### src/rtl/irqstk_pkg.sv
package irqstk_pkg;
   typedef enum logic [2:0] {
      ST_IDLE,
      ST_PUSH_LO,
      ST_PUSH_HI,
      ST_POP_HI,
      ST_POP_LO,
      ST_DONE
   } seq_st_t;

   typedef enum logic [1:0] {
      K_ACK,
      K_CALL,
      K_RET,
      K_RETI
   } seq_kind_t;
endpackage

### src/rtl/irq_gpio_edge.sv
module irq_gpio_edge #(
   parameter int W = 8
) (
   input  logic         clk,
   input  logic         rst_n,
   input  logic [W-1:0] pins,
   input  logic [W-1:0] mask,
   input  logic         rise_sel,
   output logic         hit
);
   logic [W-1:0] prev_q;
   logic [W-1:0] edge_v;

   if (W < 1) begin : g_bad_w
      $error("irq_gpio_edge: W must be at least 1");
   end

   always_ff @(posedge clk or negedge rst_n) begin
      if (!rst_n) prev_q <= '0;
      else        prev_q <= pins;
   end

   assign edge_v = rise_sel ? (pins & ~prev_q) : (~pins & prev_q);
   assign hit    = |(edge_v & mask);
endmodule

### src/rtl/irq_pick.sv
module irq_pick #(
   parameter int N  = 11,
   parameter int IW = $clog2(N)
) (
   input  logic [N-1:0]  live,
   output logic          any,
   output logic [N-1:0]  grant,
   output logic [IW-1:0] idx
);
   logic [N:0] seen;

   if (N < 2) begin : g_bad_n
      $error("irq_pick: N must be at least 2");
   end

   assign seen[0] = 1'b0;
   for (genvar g = 0; g < N; g++) begin : g_chain
      assign grant[g]  = live[g] & ~seen[g];
      assign seen[g+1] = seen[g] | live[g];
   end
   assign any = seen[N];

   always_comb begin
      idx = '0;
      for (int i = 0; i < N; i++) begin
         if (grant[i]) idx = idx | IW'(i);
      end
   end
endmodule

### src/rtl/irq_frame.sv
module irq_frame #(
   parameter int PC_W = 14
) (
   input  logic [PC_W-1:0] pc,
   input  logic            c,
   input  logic            z,
   output logic [7:0]      lo,
   output logic [7:0]      hi,
   input  logic [7:0]      in_lo,
   input  logic [7:0]      in_hi,
   output logic [PC_W-1:0] out_pc,
   output logic            out_c,
   output logic            out_z
);
   localparam int UP_W = 6;
   logic [UP_W-1:0] pc_up;

   if (PC_W < 9 || PC_W > 8 + UP_W) begin : g_bad_pc
      $error("irq_frame: PC_W must lie in 9..14");
   end

   assign pc_up  = UP_W'(pc >> 8);
   assign lo     = pc[7:0];
   assign hi     = {c, z, pc_up};
   assign out_pc = PC_W'({in_hi[UP_W-1:0], in_lo});
   assign out_c  = in_hi[7];
   assign out_z  = in_hi[6];
endmodule

### src/rtl/irq_stack_ctrl.sv
module irq_stack_ctrl #(
   parameter int N_SRC    = 11,
   parameter int GPIO_IDX = 9,
   parameter int RSV_IDX  = 9,
   parameter int GPIO_W   = 8,
   parameter int PC_W     = 14,
   parameter int AW       = 8
) (
   input  logic              clk,
   input  logic              rst_n,
   input  logic [N_SRC-1:0]  src_req,
   input  logic [N_SRC-1:0]  src_en,
   input  logic              gie_set,
   input  logic              gie_clr,
   input  logic [GPIO_W-1:0] gpio_pins,
   input  logic [GPIO_W-1:0] gpio_mask,
   input  logic              gpio_rise,
   input  logic [PC_W-1:0]   cpu_pc,
   input  logic              cpu_c,
   input  logic              cpu_z,
   input  logic              do_call,
   input  logic              do_ret,
   input  logic              do_reti,
   input  logic              sp_load,
   input  logic [AW-1:0]     sp_value,
   output logic              ram_we,
   output logic              ram_re,
   output logic [AW-1:0]     ram_addr,
   output logic [7:0]        ram_wdata,
   input  logic [7:0]        ram_rdata,
   output logic              vec_valid,
   output logic [PC_W-1:0]   vec_addr,
   output logic              rest_valid,
   output logic [PC_W-1:0]   rest_pc,
   output logic              rest_flags_valid,
   output logic              rest_c,
   output logic              rest_z,
   output logic              gie,
   output logic              busy
);
   import irqstk_pkg::*;

   localparam int IW = $clog2(N_SRC);

   if (GPIO_IDX >= N_SRC) begin : g_bad_gpio
      $error("irq_stack_ctrl: GPIO_IDX out of range");
   end
   if (RSV_IDX > N_SRC) begin : g_bad_rsv
      $error("irq_stack_ctrl: RSV_IDX out of range");
   end
   if (2 * (N_SRC + 1) >= (1 << PC_W)) begin : g_bad_vec
      $error("irq_stack_ctrl: vectors do not fit PC_W");
   end

   seq_st_t   st_q;
   seq_kind_t kind_q;
   logic [N_SRC-1:0] pend_q, live, grant, set_v, clr_v;
   logic             any_live, gpio_hit, idle, cmd_any, take, reti_end;
   logic [IW-1:0]    pick;
   logic [AW-1:0]    sp_q;
   logic [7:0]       save_lo_q, save_hi_q, hi_q, f_lo, f_hi;
   logic [PC_W-1:0]  vec_q;
   logic             gie_q;

   function automatic logic [PC_W-1:0] vec_of(logic [IW-1:0] i);
      int slot;
      slot = int'(i) + 1;
      if (int'(i) >= RSV_IDX) slot = slot + 1;
      return PC_W'(2 * slot);
   endfunction

   irq_gpio_edge #(.W(GPIO_W)) u_gpio (
      .clk(clk), .rst_n(rst_n), .pins(gpio_pins), .mask(gpio_mask),
      .rise_sel(gpio_rise), .hit(gpio_hit)
   );

   assign live = pend_q & src_en;

   irq_pick #(.N(N_SRC), .IW(IW)) u_pick (
      .live(live), .any(any_live), .grant(grant), .idx(pick)
   );

   irq_frame #(.PC_W(PC_W)) u_frame (
      .pc(cpu_pc), .c(cpu_c), .z(cpu_z), .lo(f_lo), .hi(f_hi),
      .in_lo(ram_rdata), .in_hi(hi_q),
      .out_pc(rest_pc), .out_c(rest_c), .out_z(rest_z)
   );

   always_comb begin
      set_v           = src_req;
      set_v[GPIO_IDX] = src_req[GPIO_IDX] | gpio_hit;
   end

   assign idle     = (st_q == ST_IDLE);
   assign cmd_any  = do_call | do_ret | do_reti;
   assign take     = idle & gie_q & any_live & ~cmd_any;
   assign clr_v    = take ? grant : '0;
   assign reti_end = (st_q == ST_DONE) && (kind_q == K_RETI);

   always_ff @(posedge clk or negedge rst_n) begin
      if (!rst_n) pend_q <= '0;
      else        pend_q <= (pend_q & ~clr_v) | set_v;
   end

   always_ff @(posedge clk or negedge rst_n) begin
      if (!rst_n)        gie_q <= 1'b0;
      else if (reti_end) gie_q <= 1'b1;
      else if (take)     gie_q <= 1'b0;
      else if (gie_clr)  gie_q <= 1'b0;
      else if (gie_set)  gie_q <= 1'b1;
   end

   always_ff @(posedge clk or negedge rst_n) begin
      if (!rst_n) begin
         st_q      <= ST_IDLE;
         kind_q    <= K_ACK;
         sp_q      <= '0;
         save_lo_q <= '0;
         save_hi_q <= '0;
         hi_q      <= '0;
         vec_q     <= '0;
      end else begin
         case (st_q)
            ST_IDLE: begin
               if (sp_load) sp_q <= sp_value;
               if (do_reti) begin
                  st_q <= ST_POP_HI; kind_q <= K_RETI;
               end else if (do_ret) begin
                  st_q <= ST_POP_HI; kind_q <= K_RET;
               end else if (do_call || take) begin
                  st_q      <= ST_PUSH_LO;
                  kind_q    <= do_call ? K_CALL : K_ACK;
                  save_lo_q <= f_lo;
                  save_hi_q <= f_hi;
                  vec_q     <= vec_of(pick);
               end
            end
            ST_PUSH_LO: begin
               sp_q <= sp_q + AW'(1);
               st_q <= ST_PUSH_HI;
            end
            ST_PUSH_HI: begin
               sp_q <= sp_q + AW'(1);
               st_q <= ST_IDLE;
            end
            ST_POP_HI: begin
               sp_q <= sp_q - AW'(1);
               st_q <= ST_POP_LO;
            end
            ST_POP_LO: begin
               sp_q <= sp_q - AW'(1);
               hi_q <= ram_rdata;
               st_q <= ST_DONE;
            end
            default: st_q <= ST_IDLE;
         endcase
      end
   end

   assign ram_we    = (st_q == ST_PUSH_LO) || (st_q == ST_PUSH_HI);
   assign ram_re    = (st_q == ST_POP_HI) || (st_q == ST_POP_LO);
   assign ram_addr  = (ram_re || st_q == ST_DONE) ? sp_q - AW'(1) : sp_q;
   assign ram_wdata = (st_q == ST_PUSH_LO) ? save_lo_q : save_hi_q;
   assign vec_valid = (st_q == ST_PUSH_HI) && (kind_q == K_ACK);
   assign vec_addr  = vec_q;
   assign rest_valid       = (st_q == ST_DONE);
   assign rest_flags_valid = reti_end;
   assign gie  = gie_q;
   assign busy = !idle;
endmodule

### config.mk
export PLATFORM = sky130hd
export DESIGN_NAME = irq_stack_ctrl
export DESIGN_NICKNAME = d
export VERILOG_FILES = /design/src/rtl/irqstk_pkg.sv /design/src/rtl/irq_gpio_edge.sv /design/src/rtl/irq_pick.sv /design/src/rtl/irq_frame.sv /design/src/rtl/irq_stack_ctrl.sv
export SDC_FILE = /design/constraint.sdc
export NUM_CORES = 1
export LEC_CHECK = 0
export BUFFER_PORTS_ARGS = -buffer_cell sky130_fd_sc_hd__buf_4
export CORE_MARGIN = 1.5
export CORE_UTILIZATION = 50
export CTS_CLUSTER_DIAMETER = 200
export DETAILED_ROUTE_END_ITERATION = 8
export PLACE_DENSITY_LB_ADDON = 0.25
export REMOVE_ABC_BUFFERS = 1
export SLEW_MARGIN = 20
export SYNTH_ARGS = -nofsm -noshare
export SYNTH_HDL_FRONTEND = slang
export SYNTH_SLANG_ARGS = --single-unit
### constraint.sdc
create_clock -name clk -period 3 [get_ports clk]
set_input_delay 0.6 -clock clk [delete_from_list [all_inputs] [get_ports clk]]
set_output_delay 0.6 -clock clk [all_outputs]
set_load 0.005 [all_outputs]
==> results.md <==
* Ys Warns at 0
* Total power draw at 4061 µW
* Clock sink count at 63
* Core footprint at 6944 µm²
* Layout area overhead at 32.72%
* Worst slew margin at 46.86%
* Post-synth EDFFs at 0
* Overflow after GRT at 0
* Hold Buf Count CTS at 0
* I/O pin count at 132
* Antenna Nets Post-Route at 0
* Initial antenna violation count at 0
* Worst hold margin at 331.4 ps
* Status: completed
* Initial Util at 52.59%
* Pwr dens at 837.8 nW/µm²
* GP Congestion at 0.8114
* Global-route wire length before repair at 14150 µm
* Min setup slack post-route at 158.8 ps
* Drt total wl at 8547 µm
* Cell Chain, Critical Path: inv_1 -> ha_1 -> or3b_4 -> or4_1 -> xnor2_1 -> buf_4
* Syn Inst Count at 368
* Synthesis-stage register bit count at 63
* Average cell area after synthesis at 9.925 µm²
* Initial drt markers at 103
* Gr usage total at 23.18%
* Critical Setup Path Class: register to primary output
* Final Setup Violations at 0
* Max VDD drop at 0.4922 mV
* Sequential area share after synthesis at 43.17%
* DR vias/cell at 5.512
* Leakage power at 0.002259 µW
* Post-layout min period at 2841 ps
* Maxcap violations at 0
* Top FF cell, synth: dfrtp_1
* Cell Rows at 30
* Via count at 3263
* Die Width at 88.47 µm
* Clk buf depth at 2
* Worst-path clk slew at 70 ps
* Max-slew violation count at 0
* Later-pin clock latency in the skew report at 340 ps
* CP max stage delay at 450 ps
* Synth async-reset ratio at 100.0%
* Slew at the pin closest to its max-slew limit at 797.1 ps
* NumNets Final at 578
* Critical path data required time at 2400 ps
* Critical path arrival at 2240 ps
* Residual DRC at 0
* Routed len/inst at 14.44 µm
* Post-route core utilization at 69.80%
* # diodes at 0
* CTS buffer count at 9
* H-tree depth at 3
* CP max stage cell: dfrtp_1
* Fill count at 559
* Post-DP HPWL at 6344 µm
* Port Buf Inserts at 123
* Synth unique cells at 62
* Startpoint Class: register
* Post-synth top area share at 43.17%
* Die Height at 88.47 µm
* Most frequent cells in the layout: buf_4 (136), dfrtp_1 (61), nand2_1 (34), mux2_2 (32), nor2_1 (20)
* Worst Skew at 9.101 ps
* Root Buffer: clkbuf_8
* HP Class: input pin to asynchronous set/reset pin
* Final period utilization at 94.71%
* TritonCTS clock tree: done
* DIE AREA at 7826 µm²
* Crit Path Max Fanout at 7
* Hold Vio Cnt, Final at 0
* Largest area contributor in the netlist: dfrtp_1
* Vias in the first global route at 3146
* Post-place setup slack at 140.4 ps
* Achievable Freq at 0.3520 GHz
* Synth top area cells: dfrtp_1 (43%), mux2_2 (9.9%), buf_4 (3.9%)
* Share of layout cells above drive strength 1 at 39.11%
* Most common cell after layout, fill and taps aside: buf_4
* Post-Syn Area at 3652 µm²
* Pre-Repair DR Iteration Count at 4
* RSZ-0062 raised after global routing: no
* Crit end category: primary output
* Largest net degree at the start of global routing at 64
cells by family after synthesis:
group,after synthesis,share of synthesized area (%)
compound gates,89,17.88
xor+xnor,9,2.158
fa+ha+maj,7,2.398
buf+inv,51,7.468
flops,63,43.17
mux,34,10.41
other cells,1,0.1027
simple gates,114,16.41
worst paths after layout:
| kind | from | end | slack, ps | depth (start not counted) |
|---|---|---|---|---|
| min in group clk | gpio_pins[6] | u_gpio.prev_q[6]$_DFF_PN0_ | 380 | 1 |
| max in group asynchronous | rst_n | st_q[0]$_DFFE_PN0P_ | 2100 | 1 |
| min | rst_n | sp_q[5]$_DFFE_PN0P_ | 330 | 1 |
| min reg2reg | vec_addr[2]$_DFFE_PN0P_ | vec_addr[2]$_DFFE_PN0P_ | 490 | 2 |
| max | sp_q[0]$_DFFE_PN0P_ | ram_addr[6] | 160 | 6 |
| max reg2reg | pend_q[0]$_DFF_PN0_ | vec_addr[1]$_DFFE_PN0P_ | 440 | 10 |
cell usage after synthesis (6+ instances only):
cell type	instances
a21o_1	12
a21oi_1	12
buf_4	19
clkbuf_1	7
dfrtp_1	63
ha_1	7
inv_1	19
mux2_2	32
nand2_1	34
nand3_1	10
nand3b_1	6
nor2_1	20
nor3_1	7
o21ai_0	14
xnor2_1	8
repair_timing:
item / in CTS / in global routing
endpoints found under the setup margin: 1 / 1
pin swaps: 0 / 0
setup buffers: 0 / 2
gates resized for setup: 1 / 3
layer usage:
layer | vias up | share of wire (%) | wire, µm | GRT usage (%)
li1 | 1575 | - | - | -
met1 | 1566 | 43 | 3686 | 29.40
met2 | 112 | 48 | 4097 | 37.96
met3 | 10 | 7.5 | 642 | 7.090
met4 | 0 | 1.4 | 121 | 7.670
met5 | - | 0 | 0 | 0
critical path, delay by kind of cell (launching register included):
kind / cells / cell delay [ps]
xor+xnor: 1 / 140
simple gates: 2 / 880
flops: 1 / 450
buf+inv: 2 / 230
fa+ha+maj: 1 / 210
report_power, final:
group / switching (µW) / internal [µW] / total (µW)
sequential: 255 / 1130 / 1390
combinational: 840 / 1030 / 1870
clock: 324 / 483 / 807
total: 1420 / 2640 / 4060
stage by stage:
stage	std cells	area, µm²	setup TNS [ps]
after floorplan	345	3485	-203.0
after global placement	575	4611	0
after detailed placement	575	4611	0
after CTS	590	4827	0
after global routing	592	4847	0
final	592	4847	0
flip-flops by register name, summed over array words and instances (netlist names):
name / count
gie: 1
hi_q: 8
kind_q: 2
pend_q: 11
save_hi_q: 8
save_lo_q: 8
sp_q: 8
st_q: 3
u_gpio.prev_q: 8
vec_addr: 6
layout make-up:
cell class              count  area [µm²]  share of cell area [%]
inverters                  21       78.83                   1.626
clock inverters             4       70.07                   1.446
repair buffers            136        1021                   21.06
well taps                  96       120.1                   2.478
clock buffers              11       141.4                   2.917
multi-input cells         261        1837                   37.89
flip-flops and latches     63        1579                   32.58
Power figures use the tool's default switching activity.
